[src/rtl/uart_fe_pkg.sv]
package uart_fe_pkg;

    localparam int unsigned DW     = 32;
    localparam int unsigned IRQ_W  = 11;
    localparam int unsigned BIT_RX = 4;
    localparam int unsigned BIT_TX = 5;
    localparam int unsigned BIT_RT = 6;

    localparam int unsigned CTRL_W = 16;
    localparam int unsigned IBRD_W = 16;
    localparam int unsigned FBRD_W = 6;
    localparam int unsigned LCRH_W = 8;
    localparam int unsigned IFLS_W = 6;

    localparam logic [CTRL_W-1:0] CTRL_RST = 16'h0300;
    localparam logic [IFLS_W-1:0] IFLS_RST = 6'h12;

    localparam int unsigned OFF_DATA = 'h00;
    localparam int unsigned OFF_RSR  = 'h04;
    localparam int unsigned OFF_FLAG = 'h18;
    localparam int unsigned OFF_IBRD = 'h24;
    localparam int unsigned OFF_FBRD = 'h28;
    localparam int unsigned OFF_LCRH = 'h2C;
    localparam int unsigned OFF_CTRL = 'h30;
    localparam int unsigned OFF_IFLS = 'h34;
    localparam int unsigned OFF_MASK = 'h38;
    localparam int unsigned OFF_RAW  = 'h3C;
    localparam int unsigned OFF_MIS  = 'h40;
    localparam int unsigned OFF_ICR  = 'h44;
    localparam int unsigned OFF_DMA  = 'h48;

    typedef enum logic [3:0] {
        SEL_NONE,
        SEL_DATA,
        SEL_RSR,
        SEL_FLAG,
        SEL_IBRD,
        SEL_FBRD,
        SEL_LCRH,
        SEL_CTRL,
        SEL_IFLS,
        SEL_MASK,
        SEL_RAW,
        SEL_MIS,
        SEL_ICR,
        SEL_DMA
    } fe_sel_e;

    typedef struct packed {
        logic [CTRL_W-1:0] ctrl;
        logic [IBRD_W-1:0] ibrd;
        logic [FBRD_W-1:0] fbrd;
        logic [LCRH_W-1:0] lcrh;
        logic [IFLS_W-1:0] ifls;
        logic [IRQ_W-1:0]  mask;
        logic [IRQ_W-1:0]  raw;
        logic              avail;
        logic              recheck;
        logic              err;
    } fe_state_t;

    // Keep the low bytes selected by the access size, zero the rest.
    function automatic logic [DW-1:0] fit_size(input logic [DW-1:0] v,
                                               input logic [1:0]    sz);
        logic [DW-1:0] r;
        case (sz)
            2'd0:    r = {{(DW-8){1'b0}}, v[7:0]};
            2'd1:    r = {{(DW-16){1'b0}}, v[15:0]};
            default: r = v;
        endcase
        return r;
    endfunction

endpackage

[src/rtl/uart_fe_decode.sv]
module uart_fe_decode
    import uart_fe_pkg::*;
#(
    parameter int unsigned ADDR_W = 12
) (
    input  logic [ADDR_W-1:0] addr,
    input  logic              rd_en,
    input  logic              wr_en,
    output fe_sel_e           sel,
    output logic              acc_bad
);

    always_comb begin
        sel = SEL_NONE;
        if      (addr == ADDR_W'(OFF_DATA)) sel = SEL_DATA;
        else if (addr == ADDR_W'(OFF_RSR))  sel = SEL_RSR;
        else if (addr == ADDR_W'(OFF_FLAG)) sel = SEL_FLAG;
        else if (addr == ADDR_W'(OFF_IBRD)) sel = SEL_IBRD;
        else if (addr == ADDR_W'(OFF_FBRD)) sel = SEL_FBRD;
        else if (addr == ADDR_W'(OFF_LCRH)) sel = SEL_LCRH;
        else if (addr == ADDR_W'(OFF_CTRL)) sel = SEL_CTRL;
        else if (addr == ADDR_W'(OFF_IFLS)) sel = SEL_IFLS;
        else if (addr == ADDR_W'(OFF_MASK)) sel = SEL_MASK;
        else if (addr == ADDR_W'(OFF_RAW))  sel = SEL_RAW;
        else if (addr == ADDR_W'(OFF_MIS))  sel = SEL_MIS;
        else if (addr == ADDR_W'(OFF_ICR))  sel = SEL_ICR;
        else if (addr == ADDR_W'(OFF_DMA))  sel = SEL_DMA;
    end

    // Unmapped offsets and wrong-direction accesses are both bad.
    always_comb begin
        acc_bad = 1'b0;
        if ((rd_en || wr_en) && sel == SEL_NONE)
            acc_bad = 1'b1;
        if (rd_en && sel == SEL_ICR)
            acc_bad = 1'b1;
        if (wr_en && (sel == SEL_FLAG || sel == SEL_RAW || sel == SEL_MIS))
            acc_bad = 1'b1;
    end

endmodule

[src/rtl/uart_fe_irq.sv]
module uart_fe_irq #(
    parameter int unsigned INT_DELAY = 4,
    parameter int unsigned IRQ_W     = 11
) (
    input  logic             clk,
    input  logic             rst_n,
    input  logic [IRQ_W-1:0] masked,
    output logic             irq
);

    localparam int unsigned CNT_W = (INT_DELAY < 2) ? 1 : $clog2(INT_DELAY + 1);
    localparam logic [CNT_W-1:0] CNT_LAST = CNT_W'(INT_DELAY - 1);

    typedef struct packed {
        logic             on;
        logic [CNT_W-1:0] cnt;
    } irq_st_t;

    irq_st_t st_d, st_q;

    always_comb begin
        st_d = st_q;
        if (masked == '0) begin
            st_d = '0;
        end else if (!st_q.on) begin
            if (st_q.cnt == CNT_LAST) begin
                st_d.on  = 1'b1;
                st_d.cnt = '0;
            end else begin
                st_d.cnt = st_q.cnt + 1'b1;
            end
        end
    end

    always_ff @(posedge clk) begin
        if (!rst_n) st_q <= '0;
        else        st_q <= st_d;
    end

    assign irq = st_q.on && (masked != '0);

    assert_irq_waits_R11: assert property (@(posedge clk) disable iff (!rst_n)
        $rose(irq) |-> $past(masked != '0));

    assert_irq_count_bound_R11: assert property (@(posedge clk) disable iff (!rst_n)
        st_q.cnt <= CNT_LAST);

endmodule

[src/rtl/uart_regfile.sv]
module uart_regfile
    import uart_fe_pkg::*;
#(
    parameter int unsigned ADDR_W    = 12,
    parameter int unsigned INT_DELAY = 4
) (
    input  logic              clk,
    input  logic              rst_n,
    input  logic [ADDR_W-1:0] bus_addr,
    input  logic [1:0]        bus_size,
    input  logic              bus_wr_en,
    input  logic              bus_rd_en,
    input  logic [31:0]       bus_wdata,
    output logic [31:0]       bus_rdata,
    output logic              bus_err,
    input  logic              chr_avail,
    input  logic [7:0]        chr_rdata,
    output logic              chr_pop,
    output logic              chr_push,
    output logic [7:0]        chr_wdata,
    output logic              irq_out
);

    localparam fe_state_t ST_RST = '{
        ctrl:    CTRL_RST,
        ibrd:    '0,
        fbrd:    '0,
        lcrh:    '0,
        ifls:    IFLS_RST,
        mask:    '0,
        raw:     '0,
        avail:   1'b0,
        recheck: 1'b0,
        err:     1'b0
    };

    fe_state_t        s_d, s_q;
    fe_sel_e          sel;
    logic             acc_bad;
    logic [DW-1:0]    wv;
    logic [IRQ_W-1:0] rxrt, clr, set;
    logic [DW-1:0]    rd_val;
    logic [IRQ_W-1:0] masked;

    uart_fe_decode #(.ADDR_W(ADDR_W)) u_decode (
        .addr    (bus_addr),
        .rd_en   (bus_rd_en),
        .wr_en   (bus_wr_en),
        .sel     (sel),
        .acc_bad (acc_bad)
    );

    always_comb begin
        wv   = fit_size(bus_wdata, bus_size);
        rxrt = '0;
        rxrt[BIT_RX] = 1'b1;
        rxrt[BIT_RT] = 1'b1;
        clr  = '0;
        set  = '0;

        s_d         = s_q;
        s_d.avail   = chr_avail;
        s_d.recheck = 1'b0;
        s_d.err     = acc_bad;

        // New character arriving
        if (chr_avail && !s_q.avail)
            set = set | rxrt;
        // Re-raise after a pop if the device still holds data
        if (s_q.recheck && chr_avail)
            set = set | rxrt;

        if (bus_rd_en && sel == SEL_DATA && chr_avail) begin
            clr         = clr | rxrt;
            s_d.recheck = 1'b1;
        end

        if (bus_wr_en) begin
            case (sel)
                SEL_DATA: set[BIT_TX] = 1'b1;
                SEL_CTRL: s_d.ctrl = wv[CTRL_W-1:0];
                SEL_IBRD: s_d.ibrd = wv[IBRD_W-1:0];
                SEL_FBRD: s_d.fbrd = wv[FBRD_W-1:0];
                SEL_LCRH: s_d.lcrh = wv[LCRH_W-1:0];
                SEL_IFLS: s_d.ifls = wv[IFLS_W-1:0];
                SEL_MASK: s_d.mask = wv[IRQ_W-1:0];
                SEL_ICR: begin
                    clr = clr | wv[IRQ_W-1:0];
                    if (chr_avail)
                        set = set | rxrt;
                end
                SEL_DMA: begin
                    if (wv[2:0] != 3'b000)
                        s_d.err = 1'b1;
                end
                default: ;
            endcase
        end

        s_d.raw = (s_q.raw & ~clr) | set;
    end

    always_ff @(posedge clk) begin
        if (!rst_n) s_q <= ST_RST;
        else        s_q <= s_d;
    end

    assign masked = s_q.raw & s_q.mask;

    always_comb begin
        rd_val = '0;
        case (sel)
            SEL_DATA: rd_val = chr_avail ? {{(DW-8){1'b0}}, chr_rdata} : '0;
            SEL_FLAG: begin
                rd_val[0] = 1'b1;
                rd_val[4] = !chr_avail;
                rd_val[6] = chr_avail;
                rd_val[7] = 1'b1;
            end
            SEL_IBRD: rd_val = DW'(s_q.ibrd);
            SEL_FBRD: rd_val = DW'(s_q.fbrd);
            SEL_LCRH: rd_val = DW'(s_q.lcrh);
            SEL_CTRL: rd_val = DW'(s_q.ctrl);
            SEL_IFLS: rd_val = DW'(s_q.ifls);
            SEL_MASK: rd_val = DW'(s_q.mask);
            SEL_RAW:  rd_val = DW'(s_q.raw);
            SEL_MIS:  rd_val = DW'(masked);
            default:  rd_val = '0;
        endcase
        bus_rdata = bus_rd_en ? fit_size(rd_val, bus_size) : '0;
    end

    assign chr_pop   = bus_rd_en && sel == SEL_DATA && chr_avail;
    assign chr_push  = bus_wr_en && sel == SEL_DATA;
    assign chr_wdata = bus_wdata[7:0];
    assign bus_err   = s_q.err;

    uart_fe_irq #(.INT_DELAY(INT_DELAY), .IRQ_W(IRQ_W)) u_irq (
        .clk    (clk),
        .rst_n  (rst_n),
        .masked (masked),
        .irq    (irq_out)
    );

    assert_push_sets_tx_R6: assert property (@(posedge clk) disable iff (!rst_n)
        chr_push |=> s_q.raw[BIT_TX]);

    assert_rise_sets_rx_R5: assert property (@(posedge clk) disable iff (!rst_n)
        (chr_avail && !s_q.avail) |=> (s_q.raw[BIT_RX] && s_q.raw[BIT_RT]));

    assert_pop_clears_rx_R3: assert property (@(posedge clk) disable iff (!rst_n)
        (chr_pop && s_q.avail && !s_q.recheck) |=> !s_q.raw[BIT_RX]);

    assert_err_follows_access_R13: assert property (@(posedge clk) disable iff (!rst_n)
        bus_err |-> $past(bus_rd_en || bus_wr_en));

    assert_dma_reads_zero_R12: assert property (@(posedge clk) disable iff (!rst_n)
        (bus_rd_en && bus_addr == ADDR_W'(OFF_DMA)) |-> bus_rdata == '0);

    assert_irq_needs_mask_R10: assert property (@(posedge clk) disable iff (!rst_n)
        irq_out |-> ((s_q.raw & s_q.mask) != '0));

endmodule

[config.mk]
export PLATFORM = sky130hd
export DESIGN_NAME = uart_regfile
export DESIGN_NICKNAME = d
export VERILOG_FILES = /design/src/rtl/uart_fe_pkg.sv /design/src/rtl/uart_fe_decode.sv /design/src/rtl/uart_fe_irq.sv /design/src/rtl/uart_regfile.sv
export SDC_FILE = /design/constraint.sdc
export NUM_CORES = 1
export LEC_CHECK = 0
export ABC_CLOCK_PERIOD_IN_PS = 2700
export CORE_UTILIZATION = 46
export DETAILED_ROUTE_END_ITERATION = 16
export DONT_BUFFER_PORTS = 1
export GPL_TIMING_DRIVEN = 0
export HOLD_SLACK_MARGIN = 0.15
export PLACE_DENSITY_LB_ADDON = 0.2
export SLEW_MARGIN = 40
export SYNTH_ARGS = -nofsm -noshare
export SYNTH_HDL_FRONTEND = slang
export SYNTH_SLANG_ARGS = --single-unit
[constraint.sdc]
create_clock -name clk -period 2.7 [get_ports clk]
set_input_delay 0.27 -clock clk [delete_from_list [all_inputs] [get_ports clk]]
set_output_delay 0.27 -clock clk [all_outputs]
set_load 0.01 [all_outputs]
==> out/results.tsv <==
metric	value	unit
antenna_found_initial	0	
p_per_area	474	nW/um^2
use_met3	8.01	%
worst_setup_path_endpoint	bus_rdata[2]	
gr-usage-all-layers	28.9	%
grt_pass1_vias	4026	
worstPathMaxFanout	10	
syn_area	4550	um^2
min_period	2.60	ns
grt_util_met2	46.2	%
critPathSlowestCell	or4_4	
power_leakage	1.81	nW
synth_top_area_share	35.6	%
cp.required	2.43	ns
grt_start_max_net_pins	14	
setup_ws	0.105	ns
finalSetupViolCount	0	
drt_iter0_drc	349	
critPathKind	input port to output pin	
htreeDepth	3	
maxSlewViolCount	0	
tightest_slew	0.639	ns
overflow	0	
finalCritPeriodShare	96.1	%
clock-skew-final	0.00486	ns
avgSynthCellArea	8.39	um^2
startpoint	bus_addr[7]	
drive_gt1_share	14.4	%
dpl.cell_count	687	
core_area	9420	um^2
hold_class	input port to flip-flop	
cts_buffer_depth	2	
rsz0062_at_grt	false	
die_x	102	um
start_kind	input port	
port_buffers	0	
finalNonFillerCells	721	
top_usage_layer	met2	
start_util	48.4	%
fmax	385	MHz
synthTopCellsByArea	dfxtp_1, mux2i_1, nand2_1	
grt_pass1_wl	22.3	mm
ys_seq_elements	81	
whs	0.170	ns
max_stage_delay	0.52	ns
async_reset_ff_share	0	%
cts-root-buf	clkbuf_8	
worstPathCellList	or4_4 > buf_6 > nor2_4 > and4_1 > buf_2 > a221o_1 > a221oi_1 > a31oi_2	
slew-limit-headroom	57.4	%
yosysMostFrequentCell	dfxtp_1	
synthCells	543	
vias	4328	
synth_flop_cell	dfxtp_1	
firstDrtPassIters	5	
cts_tree	yes	
vdd_ir_drop_max	0.321	mV
ant_nets	0	
area_growth	14.7	%
clk_latency	0.36	ns
ys_types	59	
dp_hpwl	10.3	mm
drc	0	
insertedDiodeCount	0	
dp_slack	-0.0741	ns
endpoint_kind	output pin	
worstPathArrival	2.33	ns
synth_edf_count	0	
place.gp.congestion	0.956	
ios	103	
synth_seq_area_share	35.6	%
die_y	102	um
post_drt_wl_per_cell	19.9	um
wl	14.3	mm
status	completed	
dieArea	10300	um^2
finalHoldViolCount	0	
grtUsageMet1	37.3	%
synth_commonest_cells	dfxtp_1, nand2_1, nand3_1, a21boi_0, nor2b_1	
path_clk_slew	0.08	ns
r2r_setup_slack	1.29	ns
num_rows	35	
nets	647	
maxCapViolCount	0	
via_per_inst	6.00	
reg2regPathDepth	4	
cts_buffers	9	
r2r_start	s_q[1]	
cts_num_sinks	81	
r2r_end	s_q[7]	
synth_top_area_cell	dfxtp_1	
yosys_warnings	0	
==> critical path: cells and delay by family <==
kind	cells	cell delay [ns]
AOI/OAI and AO/OA	3	0.63
buffers and inverters	2	0.41
and+or+nand+nor	3	1.01
==> flip-flops by register name (all words and copies together), names as in the netlist <==
name        cells
s_q            76
u_irq.st_q      4
bus_err         1
==> layout by cell type, fill, tap and decap left out, types with 4 or more instances in the layout <==
cell type and n:
dlygate4sd3_1 14, o21ai_0 10, a222oi_1 6, a31oi_1 4, a31oi_2 4, a22o_1 6
nand2b_1 8, nand3_1 36, nor2b_1 30, o2111ai_1 11, and2_1 6, inv_1 5
mux2i_1 27, nor3_1 7, clkbuf_8 11, buf_4 32, clkbuf_1 23, buf_2 14
a221o_1 4, dfxtp_1 81, a21oi_1 21, nor2_1 22, and3_1 5, nand2_1 71
a22oi_1 10, a221oi_1 6, xnor2_1 5, a21boi_0 35, conb_1 16
==> per-stage QoR <==
| stage | setup TNS, ns | power [W] | utilization, % | area (um^2) |
|---|---|---|---|---|
| global placement | -0.187 | 0.00143 | 50.7 | 4770 |
| detailed placement | -0.180 | 0.00143 | 50.7 | 4770 |
| floorplan | 0 | 0.00139 | - | 4610 |
| CTS | 0 | 0.00247 | 55.0 | 5180 |
| global route | 0 | 0.00254 | 55.5 | 5220 |
| finish | 0 | 0.00248 | 55.5 | 5220 |
==> logic make-up after synthesis <==
family | count (synthesis) | synth area share [%]
buf+inv | 71 | 8.76
compound gates | 136 | 22.1
fa+ha+maj | 1 | 0.275
mux | 27 | 5.93
flops | 81 | 35.6
xor+xnor | 5 | 0.961
other cells | 1 | 0.0823
simple gates | 221 | 26.3
==> report_power, final <==
part	switching [W]	total, W	internal [W]
clock network	0.000456	0.00103	0.000574
registers	0.00000476	0.00120	0.00120
logic	0.000150	0.000244	0.0000946
total	0.000610	0.00248	0.00187
==> per-layer routing <==
layer  vias to the layer above  part of all wire, %
met2                       217                   46
met1                      2058                   42
met4                         0                  2.7
met3                        30                  9.9
li1                       2023                    -
met5                         -                    0
==> worst min-delay path by stage <==
stage                 start       to  slack, ns  cells after the start
2_1_floorplan  bus_wdata[7]  s_q[10]       0.36                      1
3_3_place_gp   bus_wdata[7]  s_q[10]       0.36                      1
3_5_place_dp   bus_wdata[7]  s_q[10]       0.36                      1
4_1_cts        bus_wdata[5]   s_q[8]       0.16                      2
5_1_grt        bus_wdata[5]   s_q[8]       0.17                      2
6_report       bus_wdata[5]   s_q[8]       0.17                      2
==> what timing repair did <==
action | 4_1_cts | 5_1_grt
hold buffers | 14 | 0
hold endpoints to repair | 42 | 0
setup endpoints to repair | 5 | 9
resized for setup | 2 | 7
buffers inserted | 3 | 0
pin swaps | 2 | 1
==> cell type report <==
class	count	area [um^2]
plain buffers	66	380
well taps	129	161
flip-flops and latches	81	1620
clock buffers	12	155
multi-input cells	406	2650
repair buffers	18	168
clock inverters	4	73.8
fillers	895	4190
inverters	5	18.8
No activity file was read; power rests on OpenSTA's default activity.
